`config.mk`:
```
export PLATFORM = sky130hd
export DESIGN_NAME = pi_anti_windup
export DESIGN_NICKNAME = d
export VERILOG_FILES = /design/src/rtl/pi_pkg.sv /design/src/rtl/pi_scale.sv /design/src/rtl/pi_clamp.sv /design/src/rtl/pi_anti_windup.sv
export SDC_FILE = /design/constraint.sdc
export NUM_CORES = 2
export LEC_CHECK = 0
export BUFFER_PORTS_ARGS = -buffer_cell sky130_fd_sc_hd__buf_2
export CAP_MARGIN = 20
export CORE_ASPECT_RATIO = 1.25
export CORE_MARGIN = 2
export CORE_UTILIZATION = 25
export DETAILED_ROUTE_END_ITERATION = 8
export GPL_TIMING_DRIVEN = 0
export HOLD_SLACK_MARGIN = 0.06
export SYNTH_ARGS = -nofsm -noshare
export SYNTH_HDL_FRONTEND = slang
export SYNTH_SLANG_ARGS = --single-unit
export TNS_END_PERCENT = 1
```
`constraint.sdc`:
```
create_clock -name clk -period 14.94 [get_ports clk]
set_clock_uncertainty 0.05 [all_clocks]
set_input_delay 0 -clock clk [delete_from_list [all_inputs] [get_ports clk]]
set_output_delay 0 -clock clk [all_outputs]
set_load 0.005 [all_outputs]
```
`src/rtl/pi_pkg.sv`:
```
package pi_pkg;
    typedef enum logic [1:0] {
        ST_IDLE = 2'd0,
        ST_MUL  = 2'd1,
        ST_ACC  = 2'd2
    } pi_state_e;
endpackage

```
`src/rtl/pi_scale.sv`:
```
// Signed gain multiply, rounded half-up and shifted back by GF bits.
module pi_scale #(
    parameter int EW = 17,
    parameter int GW = 16,
    parameter int GF = 8
) (
    input  logic signed [EW-1:0]    err,
    input  logic signed [GW-1:0]    gain,
    output logic signed [EW+GW-1:0] term
);
    localparam int PW = EW + GW;
    localparam logic signed [PW-1:0] HALF = PW'(1) <<< (GF - 1);

    logic signed [PW-1:0] prod;

    always_comb begin
        prod = err * gain;
        term = (prod + HALF) >>> GF;
    end
endmodule

```
`src/rtl/pi_clamp.sv`:
```
// Symmetric bound of a wide signed value to +/-lim, with an out-of-range flag.
module pi_clamp #(
    parameter int IW = 35,
    parameter int DW = 16
) (
    input  logic signed [IW-1:0] val,
    input  logic        [DW-2:0] lim,
    output logic signed [DW-1:0] y,
    output logic                 clip
);
    logic signed [IW-1:0] lim_w;
    logic signed [DW-1:0] lim_n;
    logic                 over_hi;
    logic                 over_lo;

    always_comb begin
        lim_w   = $signed({{(IW-DW+1){1'b0}}, lim});
        lim_n   = $signed({1'b0, lim});
        over_hi = val > lim_w;
        over_lo = val < -lim_w;
        clip    = over_hi | over_lo;
        if (over_hi)      y = lim_n;
        else if (over_lo) y = -lim_n;
        else              y = val[DW-1:0];
    end
endmodule

```
`src/rtl/pi_anti_windup.sv`:
```
module pi_anti_windup
    import pi_pkg::*;
#(
    parameter int DW = 16,
    parameter int GW = 16,
    parameter int GF = 8
) (
    input  logic                 clk,
    input  logic                 rst,
    input  logic                 smp_stb,
    input  logic signed [DW-1:0] ref_in,
    input  logic signed [DW-1:0] fb_in,
    input  logic signed [GW-1:0] kp_in,
    input  logic signed [GW-1:0] ki_in,
    input  logic        [DW-2:0] lim_in,
    output logic signed [DW-1:0] u_out,
    output logic                 sat_out,
    output logic                 vld_out
);
    localparam int EW = DW + 1;   // error width
    localparam int PW = EW + GW;  // product width
    localparam int SW = PW + 2;   // sum width

    pi_state_e state_q, state_d;

    logic signed [EW-1:0] err_q;
    logic signed [EW-1:0] err_d;
    logic signed [GW-1:0] kp_q, ki_q;
    logic        [DW-2:0] lim_q;
    logic signed [PW-1:0] p_term, i_term;
    logic signed [PW-1:0] p_q, i_q;
    logic signed [DW-1:0] integ_q;
    logic signed [SW-1:0] integ_w;
    logic signed [SW-1:0] sum_w;
    logic signed [SW-1:0] isum_w;
    logic signed [DW-1:0] u_c, integ_c;
    logic                 sum_clip, integ_clip;

    // ---------------- datapath pieces ----------------
    assign err_d = $signed({ref_in[DW-1], ref_in}) - $signed({fb_in[DW-1], fb_in});

    pi_scale #(.EW(EW), .GW(GW), .GF(GF)) u_pscale (
        .err(err_q), .gain(kp_q), .term(p_term)
    );
    pi_scale #(.EW(EW), .GW(GW), .GF(GF)) u_iscale (
        .err(err_q), .gain(ki_q), .term(i_term)
    );

    always_comb begin
        integ_w = {{(SW-DW){integ_q[DW-1]}}, integ_q};
        sum_w   = integ_w + {{2{p_q[PW-1]}}, p_q} + {{2{i_q[PW-1]}}, i_q};
        isum_w  = integ_w + {{2{i_q[PW-1]}}, i_q};
    end

    pi_clamp #(.IW(SW), .DW(DW)) u_out_clamp (
        .val(sum_w), .lim(lim_q), .y(u_c), .clip(sum_clip)
    );
    pi_clamp #(.IW(SW), .DW(DW)) u_int_clamp (
        .val(isum_w), .lim(lim_q), .y(integ_c), .clip(integ_clip)
    );

    // ---------------- state register ----------------
    always_ff @(posedge clk) begin
        if (rst) state_q <= ST_IDLE;
        else     state_q <= state_d;
    end

    always_comb begin
        state_d = state_q;
        unique case (state_q)
            ST_IDLE: if (smp_stb) state_d = ST_MUL;   // T_START
            ST_MUL:  state_d = ST_ACC;                // T_PROD
            ST_ACC:  state_d = ST_IDLE;               // T_DONE
            default: state_d = ST_IDLE;
        endcase
    end

    // ---------------- outputs and data registers ----------------
    always_ff @(posedge clk) begin
        if (rst) begin
            err_q   <= '0;
            kp_q    <= '0;
            ki_q    <= '0;
            lim_q   <= '0;
            p_q     <= '0;
            i_q     <= '0;
            integ_q <= '0;
            u_out   <= '0;
            sat_out <= 1'b0;
            vld_out <= 1'b0;
        end else begin
            vld_out <= 1'b0;
            unique case (state_q)
                ST_IDLE: begin
                    if (smp_stb) begin
                        err_q <= err_d;
                        kp_q  <= kp_in;
                        ki_q  <= ki_in;
                        lim_q <= lim_in;
                    end
                end
                ST_MUL: begin
                    p_q <= p_term;
                    i_q <= i_term;
                end
                ST_ACC: begin
                    u_out   <= u_c;
                    sat_out <= sum_clip;
                    vld_out <= 1'b1;
                    if (!sum_clip) integ_q <= integ_c;
                end
                default: ;
            endcase
        end
    end

    // ---------------- assertions ----------------
    // valid is a single-cycle pulse
    p_valid_pulse_r6: assert property (@(posedge clk) disable iff (rst)
        vld_out |=> !vld_out);

    // a saturated update leaves the integrator untouched
    p_freeze_integ_r3: assert property (@(posedge clk) disable iff (rst)
        (vld_out && sat_out) |-> integ_q == $past(integ_q));

    // published output lies inside the captured bound
    p_out_bounded_r4: assert property (@(posedge clk) disable iff (rst)
        vld_out |-> ($signed(u_out) <= $signed({1'b0, lim_q}) &&
                     $signed(u_out) >= -$signed({1'b0, lim_q})));

    // a raised flag means the output sits on one of the bounds
    p_sat_on_bound_r5: assert property (@(posedge clk) disable iff (rst)
        (vld_out && sat_out) |-> (u_out == $signed({1'b0, lim_q}) ||
                                  u_out == -$signed({1'b0, lim_q})));

    // integrator overflow on a free update lands on a bound
    p_integ_clamp_r9: assert property (@(posedge clk) disable iff (rst)
        (state_q == ST_ACC && !sum_clip && integ_clip) |=>
        (integ_q == $signed({1'b0, lim_q}) || integ_q == -$signed({1'b0, lim_q})));

    // the sequencer only leaves idle through the multiply state
    p_no_restart_r7: assert property (@(posedge clk) disable iff (rst)
        (state_q != ST_IDLE) |=> (state_q != ST_MUL || $past(state_q) == ST_IDLE));

    // reset clears the published outputs
    p_reset_clear_r8: assert property (@(posedge clk)
        rst |=> (u_out == '0 && !sat_out && !vld_out && integ_q == '0));
endmodule

```
# Word level (Yosys, flattened, before mapping)
# Index checks and enable logic that the tools add are counted.
[word_totals]
ff_bits = 150
latchBits = 0
ramBits = 0
romBits = 0
inputBits = 82
output_inout_bits = 18
wordCells = 40
mem_count = 0
[classes]
n_addsub = 8
multipliers = 2
n_div = 0
magnitude_cmp = 4
eq_ne = 3
n_shift = 0
n_mux = 7
n_bitwise = 2
reduce_logical = 3
[op_table]
columns = ["cell", "count"]
rows = [
  ["adder 33 x 9 -> 33 bit (second input constant)", 2],
  ["multiplier 17 x 16 -> 33 bit", 2],
  ["two-way mux 16 bit", 4],
  ["adder 16 x 25 -> 26 bit", 2],
  ["< comparator 26 x 35 -> 1 bit", 1],
  ["< comparator 27 x 35 -> 1 bit", 1],
  ["negation 15 -> 35 bit", 1],
  ["adder 26 x 25 -> 27 bit", 1],
  ["> comparator 27 x 16 -> 1 bit", 1],
  ["> comparator 26 x 16 -> 1 bit", 1],
  ["subtractor 16 x 16 -> 17 bit", 1],
  ["negation 15 -> 16 bit", 1],
  ["case mux 2 bit (2 select lines)", 1],
  ["AND reduction 2 bit", 2],
  ["equality test 2 x 1 -> 1 bit (second input constant)", 1],
  ["equality test 2 bit (second input constant)", 1],
  ["logical NOT 2 bit", 1],
  ["two-way mux 2 bit", 1],
  ["inequality test 2 bit (second input constant)", 1],
  ["two-way mux 1 bit", 1],
  ["NOT 1 bit", 1],
  ["OR 1 bit", 1],
]

# Logic depth before layout (Yosys ltp)
[depth]
word_depth = 6
ltp_mapped = 28
ltp_nobuf = 26

# By module
# Synthesis repeated with hierarchy kept, for this count alone.
[unflattened]
hier_cells = 4203
area_unflattened_um2 = 35195.0
[modules_own_cells]
columns = ["mod", "instances", "cells_each", "area_each_um2", "seq_area_each_um2"]
rows = [
  ["pi_anti_windup", 1, 1347, 10482.6, 3323.2],
  ["pi_scale at u_iscale", 1, 1155, 10296.1, 0.0],
  ["pi_scale at u_pscale", 1, 1109, 10119.7, 0.0],
  ["pi_clamp", 2, 296, 2148.3, 0.0],
]

# Worst setup path before layout
# No wires, ideal clock.
[synth_path]
path_type = "flip-flop to flip-flop"
from = "register ki_q[8]"
to = "register i_q[24] (netlist name)"
setup_time_ps = 133
t_arrival_ps = 6595
t_required_ps = 14757
setup_slack_ps = 8162
stages_incl_launch_ff = 27
path_buffers = 2
synth_period_minus_slack_ps = 6778
path_cell_list = "dfxtp_1 > clkbuf_1 > clkbuf_1 > nand2_1 > fa_1 > inv_1 > fa_1 > inv_1 > fa_1 > inv_1 > fa_1 > fa_1 > inv_1 > fa_1 > inv_1 > ha_1 > o21ai_0 > nand2b_1 > a31o_2 > a31o_2 > and4_1 > o2111ai_1 > a31oi_1 > and4_1 > a2111oi_0 > xnor2_1 > a21oi_1"
[synth_between]
elab_chain_cells = 2
[synth_rtl]
columns = ["element", "line", "text"]
rows = [
  ["start, declared", "pi_anti_windup.sv:28", "logic signed [GW-1:0] kp_q, ki_q;"],
  ["start signal, assigned", "pi_anti_windup.sv:98", "ki_q <= ki_in;"],
  ["multiplier 17 x 16 -> 33 bit", "pi_scale.sv:17", "prod = err * gain;"],
  ["adder 33 x 9 -> 33 bit", "pi_scale.sv:18", "term = (prod + HALF) >>> GF;"],
]
# No other way between the ends.
# A chain may end at the register's enable or synchronous reset.

# Final worst setup path
[layout_path]
from = "register err_q[1]"
to = "register i_q[24] (netlist name)"
[layout_between]
elab_chain_cells = 2
[layout_rtl]
columns = ["element", "line", "text"]
rows = [
  ["start, declared", "pi_anti_windup.sv:26", "logic signed [EW-1:0] err_q;"],
  ["start signal, assigned", "pi_anti_windup.sv:96", "err_q <= err_d;"],
  ["multiplier 17 x 16 -> 33 bit", "pi_scale.sv:17", ""],
  ["adder 33 x 9 -> 33 bit", "pi_scale.sv:18", ""],
]
# No other way between the ends.

==> impl_results.rst <==
.. list-table::
   :header-rows: 1

   * - Metric
     - Value
   * - Clock latency reported for the late side of the worst-skew pair
     - 0.51 ns
   * - Initial cell density of the core
     - 0.251
   * - Maximum fanout encountered on the critical timing path
     - 10
   * - Maxcap violations
     - 0
   * - Overall die width
     - 325 µm
   * - Vertical die dimension
     - 405 µm
   * - Detail-routed net length per standard cell
     - 19.2 µm
   * - Most used standard cells in the synthesized netlist
     - sky130_fd_sc_hd__inv_1 (735), sky130_fd_sc_hd__fa_1 (580), sky130_fd_sc_hd__nand2_1 (511), sky130_fd_sc_hd__ha_1 (324), sky130_fd_sc_hd__and2_1 (250)
   * - Total number of clock tree sinks
     - 150
   * - Required time worst endpoint
     - 15.25 ns
   * - Cell area after synthesis
     - 32200 µm²
   * - Number of rows in the core area
     - 147
   * - Remaining design rule violation count
     - 0
   * - Number of enable-type register cells in the synthesized netlist
     - 0
   * - Syn-to-layout area delta
     - 12.3%
   * - Largest net degree at the start of global routing
     - 22
   * - Worst setup path category
     - reg2reg
   * - Switching share of power
     - 0.486
   * - Average cell area after synthesis
     - 8.63 µm²
   * - Clock input transition at the sequential cells of the worst setup and hold paths
     - 0.08 ns
   * - Top-count cell post-synth
     - sky130_fd_sc_hd__inv_1
   * - Cell count of the worst hold path
     - 5
   * - Root Buffer Master
     - sky130_fd_sc_hd__clkbuf_16
   * - Antenna violations before repair
     - 4
   * - Cell internal pwr
     - 1.17 mW
   * - Register-to-Register Path Depth
     - 24
   * - Part of the power in combinational logic
     - 0.578
   * - VDD IR max
     - 0.0565 mV
   * - Total wire length
     - 108000 µm
   * - GR Util All Layers
     - 0.166
   * - H-tree depth reported by CTS
     - 4
   * - Worst slack at placement
     - 6.08 ns
   * - Final period demand of the worst path
     - 8.86 ns
   * - Die ar.
     - 132000 µm²
   * - Leakage power
     - 17.8 nW
   * - Via count of the first global-routing pass
     - 27929
   * - Yosys Warn Count
     - 0
   * - Setup repair after global routing missed its margin
     - no
   * - Core Region
     - 128000 µm²
   * - Total of flip-flops plus latches after synthesis
     - 150
   * - Grt ovf
     - 0
   * - Reg-to-reg endpoint
     - i_q[24]
   * - Share of synthesized flip-flops with an asynchronous set or reset
     - 0
   * - Clock buffers created by TritonCTS
     - 17
   * - Syn_nets
     - 4721
   * - Signal arrival time at the worst endpoint
     - 9.16 ns
   * - Sequential area share after synthesis
     - 0.0932
   * - Worst slew pin tran
     - 1.14 ns
   * - Flop-to-flop setup slack
     - 6.08 ns
   * - Startpoint Class
     - flip-flop
   * - HPWL after detailed placement
     - 90800 µm
   * - Share of the synthesized area in the top cell type
     - 0.360
   * - Worst relative slew slack
     - 0.240
   * - Run status
     - completed
   * - CTS tree
     - built
   * - Final hold violation count
     - 0
   * - Maximum number of buffers from clock root to sink
     - 2
   * - Biggest area consumer among synthesized cells
     - sky130_fd_sc_hd__fa_1
   * - Share of final-layout standard cells stronger than drive strength 1
     - 0.0493
   * - Power spent charging and discharging nets
     - 1.11 mW
   * - CP endpoint kind
     - flip-flop
   * - Final std cell area, no fill
     - 36200 µm²
   * - Worst hold path type
     - in2reg
   * - Net total in the final layout
     - 4909
   * - Core occupancy in the finished layout
     - 0.282
   * - Cells taking the most area after synthesis
     - sky130_fd_sc_hd__fa_1 (36%), sky130_fd_sc_hd__ha_1 (13%), sky130_fd_sc_hd__dfxtp_1 (9.3%), sky130_fd_sc_hd__inv_1 (8.6%), sky130_fd_sc_hd__nand2_1 (6.0%)
   * - Routability congestion estimate from global placement
     - 0.945
   * - Seq pwr share
     - 0.208
   * - Post-CTS setup repair buffer count
     - 0
   * - Reg2reg start
     - err_q[1]
   * - Total of hold buffers inserted after clock tree synthesis
     - 67
   * - Vias per Instance
     - 4.69
   * - Start point of the critical path
     - err_q[1]
   * - DRC violation total after the first TritonRoute iteration
     - 1824
   * - Worst Hold End
     - err_q[8]
   * - Startpoint of the most critical hold path
     - ref_in[8]
   * - Via count of the routed design
     - 26493
   * - Count of final setup violators
     - 0
   * - Worst path setup slack after routing
     - 6.08 ns
   * - P per Cell Area
     - 63.0 nW/µm²
   * - Number of instances resized during post-cts repair
     - 0
   * - Cell area reported after detailed placement
     - 34900 µm²
   * - TritonRoute pass-1 iters
     - 6
   * - Clock network fraction of total power
     - 0.213
   * - Top achievable clock speed
     - 113 MHz
   * - Input/output buffers
     - 99
   * - Count of pins over their slew limit
     - 0
   * - # IOs
     - 100
   * - Fin Setup TNS
     - 0 ns
   * - Synthesized netlist cell count
     - 3735
   * - Antenna-violating nets left
     - 0
   * - Wire length of the first global-routing pass
     - 165000 µm
   * - Final clock period utilization by the worst path
     - 0.593
   * - Post-synth top flop
     - sky130_fd_sc_hd__dfxtp_1
   * - Count of different cell masters after synthesis
     - 80
-- how the worst max path moves through the flow --
stage | endpoint | slack [ns] | depth (start not counted)
finish | i_q[24] | 6.08 | 24
global route | i_q[24] | 5.88 | 24
CTS | i_q[24] | 6.07 | 24
detailed placement | i_q[24] | 6.08 | 24
global placement | i_q[24] | 6.17 | 24
floorplan | i_q[24] | 8.16 | 26
-- per-layer routing --
layer	wire length (µm)	part of all wire	vias to the layer above	global-route usage
met3	6190	0.057	234	0.0218
met5	166	0.0015	-	0.00811
li1	-	-	12074	-
met1	43100	0.40	13232	0.195
met4	5930	0.055	6	0.0822
met2	53000	0.49	947	0.295
-- flip-flops by register name, summed over array words and instances, names as in the netlist --
| register | flops |
|---|---|
| lim_q | 15 |
| err_q | 17 |
| integ_q | 16 |
| ki_q | 16 |
| vld_out | 1 |
| p_q | 25 |
| kp_q | 16 |
| u_out | 16 |
| sat_out | 1 |
| state_q | 2 |
| i_q | 25 |
-- critical path: stages, from the launching register on --
cell and delay (ns):
sky130_fd_sc_hd__dfxtp_1 0.42, sky130_fd_sc_hd__clkbuf_1 0.56, sky130_fd_sc_hd__clkbuf_1 0.84, sky130_fd_sc_hd__nand2_1 0.18, sky130_fd_sc_hd__fa_1 0.53, sky130_fd_sc_hd__fa_1 0.55, sky130_fd_sc_hd__inv_1 0.07, sky130_fd_sc_hd__fa_1 0.53
sky130_fd_sc_hd__fa_1 0.52, sky130_fd_sc_hd__fa_1 0.55, sky130_fd_sc_hd__inv_1 0.06, sky130_fd_sc_hd__fa_1 0.53, sky130_fd_sc_hd__inv_1 0.05, sky130_fd_sc_hd__ha_1 0.22, sky130_fd_sc_hd__nor2_1 0.10, sky130_fd_sc_hd__and4_1 0.24
sky130_fd_sc_hd__o211ai_1 0.20, sky130_fd_sc_hd__a31o_2 0.35, sky130_fd_sc_hd__and4_1 0.24, sky130_fd_sc_hd__o2111ai_1 0.32, sky130_fd_sc_hd__a31oi_1 0.22, sky130_fd_sc_hd__and4_1 0.25, sky130_fd_sc_hd__a2111oi_0 0.62, sky130_fd_sc_hd__xnor2_1 0.37
sky130_fd_sc_hd__a21oi_1 0.14
-- placed cells by master, fill, tap and decap left out, types with 13 or more instances in the layout --
master,Yosys,final
sky130_fd_sc_hd__inv_1,735,735
sky130_fd_sc_hd__fa_1,580,580
sky130_fd_sc_hd__nand2_1,511,511
sky130_fd_sc_hd__ha_1,324,324
sky130_fd_sc_hd__and2_1,250,250
sky130_fd_sc_hd__a21oi_1,215,215
sky130_fd_sc_hd__dfxtp_1,150,150
sky130_fd_sc_hd__clkbuf_1,148,148
sky130_fd_sc_hd__nor2_1,117,117
sky130_fd_sc_hd__buf_2,8,107
sky130_fd_sc_hd__xnor2_1,94,94
sky130_fd_sc_hd__a21o_1,68,68
sky130_fd_sc_hd__dlygate4sd3_1,0,67
sky130_fd_sc_hd__o21ai_0,64,64
sky130_fd_sc_hd__xor2_1,36,36
sky130_fd_sc_hd__nand3_1,30,30
sky130_fd_sc_hd__nor3_1,28,28
sky130_fd_sc_hd__nor2b_1,27,27
sky130_fd_sc_hd__nand2b_1,26,26
sky130_fd_sc_hd__a31oi_1,22,22
sky130_fd_sc_hd__nand4_1,20,20
sky130_fd_sc_hd__a211oi_1,20,20
sky130_fd_sc_hd__o22ai_1,20,20
sky130_fd_sc_hd__mux2i_1,19,19
sky130_fd_sc_hd__mux2_2,19,19
sky130_fd_sc_hd__clkbuf_16,0,17
sky130_fd_sc_hd__o211ai_1,13,13
-- power by group through the flow --
| stage | Combinational, mW | Clock (mW) | Sequential (mW) |
|---|---|---|---|
| global placement | 1.28 | 0 | 0.483 |
| finish | 1.32 | 0.486 | 0.476 |
| floorplan | 0.881 | 0 | 0.456 |
| CTS | 1.31 | 0.491 | 0.474 |
| detailed placement | 1.29 | 0 | 0.483 |
| global route | 1.46 | 0.502 | 0.477 |
-- metrics by stage --
stage | power, mW | instances | hold slack (ns)
after floorplan | 1.34 | 3735 | 0.0860
after global placement | 1.76 | 5547 | 0.193
after detailed placement | 1.77 | 5549 | 0.197
after CTS | 2.28 | 5648 | 0.0665
after global routing | 2.44 | 5649 | 0.143
final | 2.28 | 5651 | 0.0908
-- area by class of cell --
cell class	count	area, µm²
Fill cell	13809	92000
Clock buffer	18	439
Antenna cell	2	5.00
Inverter	735	2760
Clock inverter	14	180
Sequential cell	150	3000
Multi-Input combinational cell	2683	25800
Timing Repair Buffer	169	1200
Tap cell	1713	2140
Buffer	167	648
-- cells by family (layout without fill, tap and decap cells) --
kind of cell / Yosys count / after routing / share of synthesized area
simple gates: 1075 / 1075 / 0.160
fa+ha+maj: 904 / 904 / 0.486
buf+inv: 902 / 1103 / 0.106
compound gates: 536 / 536 / 0.107
flops: 150 / 150 / 0.0932
xor+xnor: 130 / 130 / 0.0353
mux: 38 / 38 / 0.0125
other cells: 0 / 2 / 0
(Power assumes the default switching activity.)
